===== config.mk =====
export PLATFORM = sky130hd
export DESIGN_NAME = cfgp_top
export DESIGN_NICKNAME = d
export VERILOG_FILES = /design/src/rtl/cfgp_pkg.sv /design/src/rtl/cfgp_decode.sv /design/src/rtl/cfgp_keyfsm.sv /design/src/rtl/cfgp_global.sv /design/src/rtl/cfgp_bank.sv /design/src/rtl/cfgp_top.sv
export SDC_FILE = /design/constraint.sdc
export NUM_CORES = 1
export LEC_CHECK = 0
export ABC_AREA = 1
export BUFFER_PORTS_ARGS = -buffer_cell sky130_fd_sc_hd__buf_2
export CAP_MARGIN = 15
export CORE_UTILIZATION = 25
export DETAILED_ROUTE_END_ITERATION = 10
export MAX_ROUTING_LAYER = met4
export PLACE_DENSITY_LB_ADDON = 0.2
export SYNTH_ARGS = -nofsm -noshare
export SYNTH_HDL_FRONTEND = slang
export SYNTH_SLANG_ARGS = --single-unit

===== constraint.sdc =====
create_clock -name clk -period 3.7 [get_ports clk]
set_clock_uncertainty 0.1 [all_clocks]
set_input_delay 0.925 -clock clk [delete_from_list [all_inputs] [get_ports clk]]
set_output_delay 0.925 -clock clk [all_outputs]
set_load 0.01 [all_outputs]

===== src/rtl/cfgp_pkg.sv =====
package cfgp_pkg;

    localparam logic [7:0] KEY_OPEN      = 8'h87;
    localparam logic [7:0] KEY_CLOSE     = 8'hAA;
    localparam logic [7:0] IDX_DEVSEL    = 8'h07;
    localparam logic [7:0] IDX_DEVID_HI  = 8'h20;
    localparam logic [7:0] IDX_DEVID_LO  = 8'h21;
    localparam logic [7:0] IDX_REVISION  = 8'h22;
    localparam logic [7:0] IDX_VENID_HI  = 8'h23;
    localparam logic [7:0] IDX_VENID_LO  = 8'h24;
    localparam logic [7:0] IDX_BANK_BASE = 8'h30;
    localparam logic [7:0] RD_IDLE       = 8'hFF;

    typedef enum logic [1:0] {
        KS_LOCKED = 2'd0,
        KS_HALF   = 2'd1,
        KS_OPEN   = 2'd2
    } key_state_e;

    // one decoded write event on the port pair
    typedef struct packed {
        logic       to_idx;
        logic       to_dat;
        logic [7:0] data;
    } port_wr_t;

    function automatic logic is_global(input logic [7:0] idx);
        return idx < IDX_BANK_BASE;
    endfunction

endpackage


===== src/rtl/cfgp_decode.sv =====
module cfgp_decode
    import cfgp_pkg::*;
#(
    parameter int                ADDR_W   = 16,
    parameter logic [ADDR_W-1:0] BASE_PRI = ADDR_W'('h2E),
    parameter logic [ADDR_W-1:0] BASE_ALT = ADDR_W'('h4E)
) (
    input  logic              clk,
    input  logic              rst,
    input  logic              strap_alt,
    input  logic              bus_valid,
    input  logic              bus_write,
    input  logic [ADDR_W-1:0] bus_addr,
    input  logic [7:0]        bus_wdata,
    output port_wr_t          wr_ev,
    output logic              idx_rd,
    output logic              dat_rd,
    output logic [ADDR_W-1:0] base_q
);
    logic hit_idx;
    logic hit_dat;

    // strap is captured only while reset is held
    always_ff @(posedge clk) begin
        if (rst) begin
            base_q <= strap_alt ? BASE_ALT : BASE_PRI;
        end
    end

    always_comb begin
        hit_idx      = bus_valid && (bus_addr == base_q);
        hit_dat      = bus_valid && (bus_addr == base_q + ADDR_W'(1));
        wr_ev.to_idx = hit_idx && bus_write;
        wr_ev.to_dat = hit_dat && bus_write;
        wr_ev.data   = bus_wdata;
        idx_rd       = hit_idx && !bus_write;
        dat_rd       = hit_dat && !bus_write;
    end
endmodule


===== src/rtl/cfgp_keyfsm.sv =====
module cfgp_keyfsm
    import cfgp_pkg::*;
(
    input  logic       clk,
    input  logic       rst,
    input  port_wr_t   wr_ev,
    output key_state_e state_q,
    output logic       cfg_open
);
    key_state_e state_d;
    logic       key_hit;
    logic       any_wr;

    always_comb begin
        key_hit = wr_ev.to_idx && (wr_ev.data == KEY_OPEN);
        any_wr  = wr_ev.to_idx || wr_ev.to_dat;
        state_d = state_q;
        unique case (state_q)
            KS_LOCKED: if (key_hit) state_d = KS_HALF;
            KS_HALF: begin
                if (key_hit)     state_d = KS_OPEN;
                else if (any_wr) state_d = KS_LOCKED;
            end
            KS_OPEN: begin
                if (wr_ev.to_idx && (wr_ev.data == KEY_CLOSE))
                    state_d = KS_LOCKED;
            end
            default: state_d = KS_LOCKED;
        endcase
    end

    always_ff @(posedge clk) begin
        if (rst) state_q <= KS_LOCKED;
        else     state_q <= state_d;
    end

    assign cfg_open = (state_q == KS_OPEN);
endmodule


===== src/rtl/cfgp_global.sv =====
module cfgp_global
    import cfgp_pkg::*;
#(
    parameter logic [15:0] DEV_ID  = 16'h5A3C,
    parameter logic [15:0] VEN_ID  = 16'hC0DE,
    parameter logic [7:0]  REV_ID  = 8'h07
) (
    input  logic       clk,
    input  logic       rst,
    input  logic       dat_we,
    input  logic [7:0] idx_q,
    input  logic [7:0] wdata,
    output logic [7:0] devsel_q,
    output logic [7:0] rdata
);
    always_ff @(posedge clk) begin
        if (rst) begin
            devsel_q <= 8'h00;
        end else if (dat_we && (idx_q == IDX_DEVSEL)) begin
            devsel_q <= wdata;
        end
    end

    always_comb begin
        unique case (idx_q)
            IDX_DEVSEL:   rdata = devsel_q;
            IDX_DEVID_HI: rdata = DEV_ID[15:8];
            IDX_DEVID_LO: rdata = DEV_ID[7:0];
            IDX_REVISION: rdata = REV_ID;
            IDX_VENID_HI: rdata = VEN_ID[15:8];
            IDX_VENID_LO: rdata = VEN_ID[7:0];
            default:      rdata = 8'h00;
        endcase
    end
endmodule


===== src/rtl/cfgp_bank.sv =====
module cfgp_bank #(
    parameter int NUM_DEV   = 8,
    parameter int BANK_REGS = 16,
    localparam int SEL_W    = (NUM_DEV > 1) ? $clog2(NUM_DEV) : 1,
    localparam int OFS_W    = (BANK_REGS > 1) ? $clog2(BANK_REGS) : 1
) (
    input  logic               clk,
    input  logic               rst,
    input  logic               we,
    input  logic [SEL_W-1:0]   dev_sel,
    input  logic [OFS_W-1:0]   ofs,
    input  logic [7:0]         wdata,
    output logic [7:0]         rdata,
    output logic [NUM_DEV-1:0] dev_enable
);
    logic [7:0] dev_rd [NUM_DEV];

    for (genvar d = 0; d < NUM_DEV; d++) begin : g_dev
        logic [7:0] regs_q [BANK_REGS];

        always_ff @(posedge clk) begin
            if (rst) begin
                for (int r = 0; r < BANK_REGS; r++) regs_q[r] <= 8'h00;
            end else if (we && (dev_sel == SEL_W'(d))) begin
                regs_q[ofs] <= wdata;
            end
        end

        assign dev_rd[d]     = regs_q[ofs];
        assign dev_enable[d] = regs_q[0][0];
    end

    assign rdata = dev_rd[dev_sel];
endmodule


===== src/rtl/cfgp_top.sv =====
module cfgp_top
    import cfgp_pkg::*;
#(
    parameter int                ADDR_W    = 16,
    parameter logic [ADDR_W-1:0] BASE_PRI  = ADDR_W'('h2E),
    parameter logic [ADDR_W-1:0] BASE_ALT  = ADDR_W'('h4E),
    parameter int                NUM_DEV   = 8,
    parameter int                BANK_REGS = 16,
    parameter logic [15:0]       DEV_ID    = 16'h5A3C,
    parameter logic [15:0]       VEN_ID    = 16'hC0DE,
    parameter logic [7:0]        REV_ID    = 8'h07
) (
    input  logic               clk,
    input  logic               rst,
    input  logic               strap_alt,
    input  logic               bus_valid,
    input  logic               bus_write,
    input  logic [ADDR_W-1:0]  bus_addr,
    input  logic [7:0]         bus_wdata,
    output logic [7:0]         bus_rdata,
    output logic [NUM_DEV-1:0] dev_enable
);
    localparam int SEL_W   = (NUM_DEV > 1) ? $clog2(NUM_DEV) : 1;
    localparam int OFS_W   = (BANK_REGS > 1) ? $clog2(BANK_REGS) : 1;
    localparam int WIN_END = int'(IDX_BANK_BASE) + BANK_REGS;

    port_wr_t          wr_ev;
    logic              idx_rd;
    logic              dat_rd;
    logic [ADDR_W-1:0] base_q;
    key_state_e        key_state;
    logic              cfg_open;
    logic [7:0]        idx_q;
    logic [7:0]        devsel_q;
    logic [7:0]        glob_rd;
    logic [7:0]        bank_rd;
    logic              dat_we;
    logic              in_window;
    logic              sel_ok;
    logic              bank_we;

    cfgp_decode #(
        .ADDR_W   (ADDR_W),
        .BASE_PRI (BASE_PRI),
        .BASE_ALT (BASE_ALT)
    ) u_decode (
        .clk       (clk),
        .rst       (rst),
        .strap_alt (strap_alt),
        .bus_valid (bus_valid),
        .bus_write (bus_write),
        .bus_addr  (bus_addr),
        .bus_wdata (bus_wdata),
        .wr_ev     (wr_ev),
        .idx_rd    (idx_rd),
        .dat_rd    (dat_rd),
        .base_q    (base_q)
    );

    cfgp_keyfsm u_keyfsm (
        .clk      (clk),
        .rst      (rst),
        .wr_ev    (wr_ev),
        .state_q  (key_state),
        .cfg_open (cfg_open)
    );

    // index latch: only while open, and the closing key is not an index
    always_ff @(posedge clk) begin
        if (rst) begin
            idx_q <= 8'h00;
        end else if (cfg_open && wr_ev.to_idx && (wr_ev.data != KEY_CLOSE)) begin
            idx_q <= wr_ev.data;
        end
    end

    always_comb begin
        dat_we    = cfg_open && wr_ev.to_dat;
        in_window = !is_global(idx_q) && (int'(idx_q) < WIN_END);
        sel_ok    = int'(devsel_q) < NUM_DEV;
        bank_we   = dat_we && in_window && sel_ok;
    end

    cfgp_global #(
        .DEV_ID (DEV_ID),
        .VEN_ID (VEN_ID),
        .REV_ID (REV_ID)
    ) u_global (
        .clk      (clk),
        .rst      (rst),
        .dat_we   (dat_we),
        .idx_q    (idx_q),
        .wdata    (wr_ev.data),
        .devsel_q (devsel_q),
        .rdata    (glob_rd)
    );

    cfgp_bank #(
        .NUM_DEV   (NUM_DEV),
        .BANK_REGS (BANK_REGS)
    ) u_bank (
        .clk        (clk),
        .rst        (rst),
        .we         (bank_we),
        .dev_sel    (SEL_W'(devsel_q)),
        .ofs        (OFS_W'(idx_q - IDX_BANK_BASE)),
        .wdata      (wr_ev.data),
        .rdata      (bank_rd),
        .dev_enable (dev_enable)
    );

    always_comb begin
        bus_rdata = RD_IDLE;
        if (cfg_open) begin
            if (idx_rd) begin
                bus_rdata = idx_q;
            end else if (dat_rd) begin
                if (is_global(idx_q))          bus_rdata = glob_rd;
                else if (in_window && sel_ok)  bus_rdata = bank_rd;
                else                           bus_rdata = 8'h00;
            end
        end
    end
endmodule


==> impl_metrics.toml <==
[global_route]
overflow = 0
grt_pass1_wl_mm = 267.9
grt_antenna_before_repair = 4
grt_usage = 0.1789
grt_pass1_vias = 38400
grt_max_degree = 99

[yosys]
synth_edf_count = 1026
synth_top_area_cell = "edfxtp_1"
synth.top_cell.area_share = 0.5991
async_reset_ff_frac = 0
yosysMostFrequentCell = "nor2_1"
synthFlopType = "edfxtp_1"
ys.warnings.count = 0
syn-cell-area_mm2 = 0.05142
synth.area.top_cells = "edfxtp_1 (60%), nor2_1 (10%), nand2_1 (9.1%), nand3_1 (4.6%), nand3_4 (4.1%)"
synth.avg_cell_area_um2 = 9.403
ys_ff_latch = 1048
yosys-top-cells-count = "nor2_1 (1393), nand2_1 (1249), edfxtp_1 (1026), nand3_1 (472), inv_1 (321)"
syn_nets = 5498
netlist_instances = 5469
synthDistinctLibCells = 33
synth_seq_area_share = 0.6077

[routing]
route.antenna.remaining_nets = 0
drcViolationCount = 0
avgRoutedWirePerCell_um = 22.12
route.detailed.vias_per_inst = 4.653
totalWireLength_mm = 185.3
first_pass_iters = 5
vias = 38980
drt_iter0_markers = 3714

[job]
max_cap_viol_count = 0

[timing]
worst_slew_pin_slew_ps = 1094
period_needed_ps = 4231
timing.final.crit_share = 1.144
report.final.slew_viol_count = 0
max_freq_ghz = 0.2363
rsz0062_at_grt = "yes"
setup_violations = 8
max_slew_margin = 0.2709
hold_viol = 0
whs_ps = 254.7
setup_ws_ps = -531.2

[worst_setup_path]
cp_common_cell = "nand2_1"
critPathKind = "flop to primary output"
path_cells = "buf_6, buf_12, buf_6, buf_4, o21ai_1, o211ai_1, nand3_2, nand2_4, a21oi_2, buf_4, nand2_1, nand3_2, nand2_1, nand2_1, nand2_1, buf_6"
worstSetupStartpointType = "flop"
rr_startpoint = "u_global.devsel_q[4]"
cp_max_fo = 6
end_kind = "primary output"
cpMaxStageDelayCell = "dfxtp_4"
slowest_delay_ps = 430
arrival_ps = 3210
worstPathRequired_ps = 2670

[worst_hold_path]
hp-start = "strap_alt"
min_path_type = "primary input to flop"

[placed_design]
placed_cells = 8091
placed_area_mm2 = 0.05639
gp_congestion = 0.8648
post-dp-hpwl_mm = 111.9
port_buffers = 44

[power_and_ir_drop]
power_density_mw_per_mm2 = 425.3
peakVddDrop_uv = 354.5
p_leak_nw = 24.33

[clock_tree]
clk_latency_ps = 770
htree_levels = 3
clk_pin_slew_ps = 60
cts_buffer_depth = 3
cts_made_buffers = 117
cts.sinks = 1048
root_buffer = "clkbuf_16"
cts_tree = "yes"

[cells_and_area]
syn2layout_area_growth_pct = 22.11
fin_cells = 8378
final_util = 0.3069
fin_nets = 5617
drive_gt1_frac = 0.1854
finish.instance_area_mm2 = 0.06279

[floorplanning]
dieArea_mm2 = 0.2075
rows = 166
dieWidth_um = 455.5
coreArea_mm2 = 0.2046
start_util = 0.2514
ios = 45
fp.dieH_um = 455.5

[status]
status = "finished with violations"
violations = "negative setup slack"
[registers in the layout, summed over array words and instances, names as in the netlist, named ones only]
register,flops
idx_q,8
u_bank.g_dev.regs_q,1024
u_decode.base_q,2
u_keyfsm.state_q,2
u_global.devsel_q,8
[metrics by stage]
stage	TNS, ps	setup WS, ps	total power [mW]
after floorplan	0	550.5	14.59
after global placement	-568.9	-279.7	15.21
final	-3887	-531.2	26.71
after detailed placement	-388.8	-238.4	15.21
after global routing	-4772	-608.5	27.47
after CTS	-4420	-568.2	26.94
[cell usage in the layout (no fill, tap or decap), types with 83 or more instances in the layout]
cell       netlist  final
nand3_4        121    132
nand3_2          7     83
nor2_1        1393   1368
nand2_1       1249   1172
o21ai_0        222    167
nand3_1        472    385
nor2_2         126    141
buf_4            9    188
edfxtp_1      1026   1026
inv_1          321    311
clkbuf_16        0    132
[path summary, 6_finish.rpt]
kind,cells after the start,slack (ps),end
setup / recovery,16,-530,bus_rdata[1]
hold / removal,1,250,u_decode.base_q[6]
setup reg to reg,9,670,u_bank.g_dev[3].regs_q[10][6]
hold reg to reg,2,380,idx_q[7]
[final cells by class]
type	instances	area (um2)
Antenna cell	1	2.502
Clock buffer	140	3057
Clock inverter	80	698.2
Fill cell	21130	141800
Inverter	329	1311
Timing Repair Buffer	375	4692
Tap cell	2688	3363
Multi-Input combinational cell	3715	18380
Sequential cell	1048	31260
Timing Repair inverter	2	22.52
[kinds of logic after synthesis]
group / after synthesis / synth area share
and+or+nand+nor: 3401 / 0.3026
buffers and inverters: 706 / 0.05703
DFF: 1048 / 0.6077
AOI/OAI and AO/OA: 314 / 0.03265
[power by group]
group	internal, mW	leakage, nW	switching [mW]	total (mW)
combinational	0.275	12.5	1.02	1.29
clock	6.57	1.84	5.13	11.7
sequential	13.5	10.0	0.171	13.7
[worst max-delay path: cells and delay by family (launching register included)]
family / cells / cell delay, ps
AOI/OAI and AO/OA: 3 / 480
buffers and inverters: 6 / 820
DFF: 1 / 430
and+or+nand+nor: 7 / 700
[routing by layer]
layer	global-route usage	routed length [um]	up-vias
met5	-	0	-
met4	0.04709	5248	0
met3	0.02282	9166	246
met2	0.2902	88130	1052
met1	0.2349	82760	19380
li1	-	-	18300
[timing repair]
action,CTS,global route
gates cloned,23,13
gates resized for setup,267,133
buffers inserted,23,10
pin swaps,80,74
hold buffers,0,0
setup endpoints to repair,8,8
hold endpoints to repair,0,0
(Power assumes the default switching activity.)
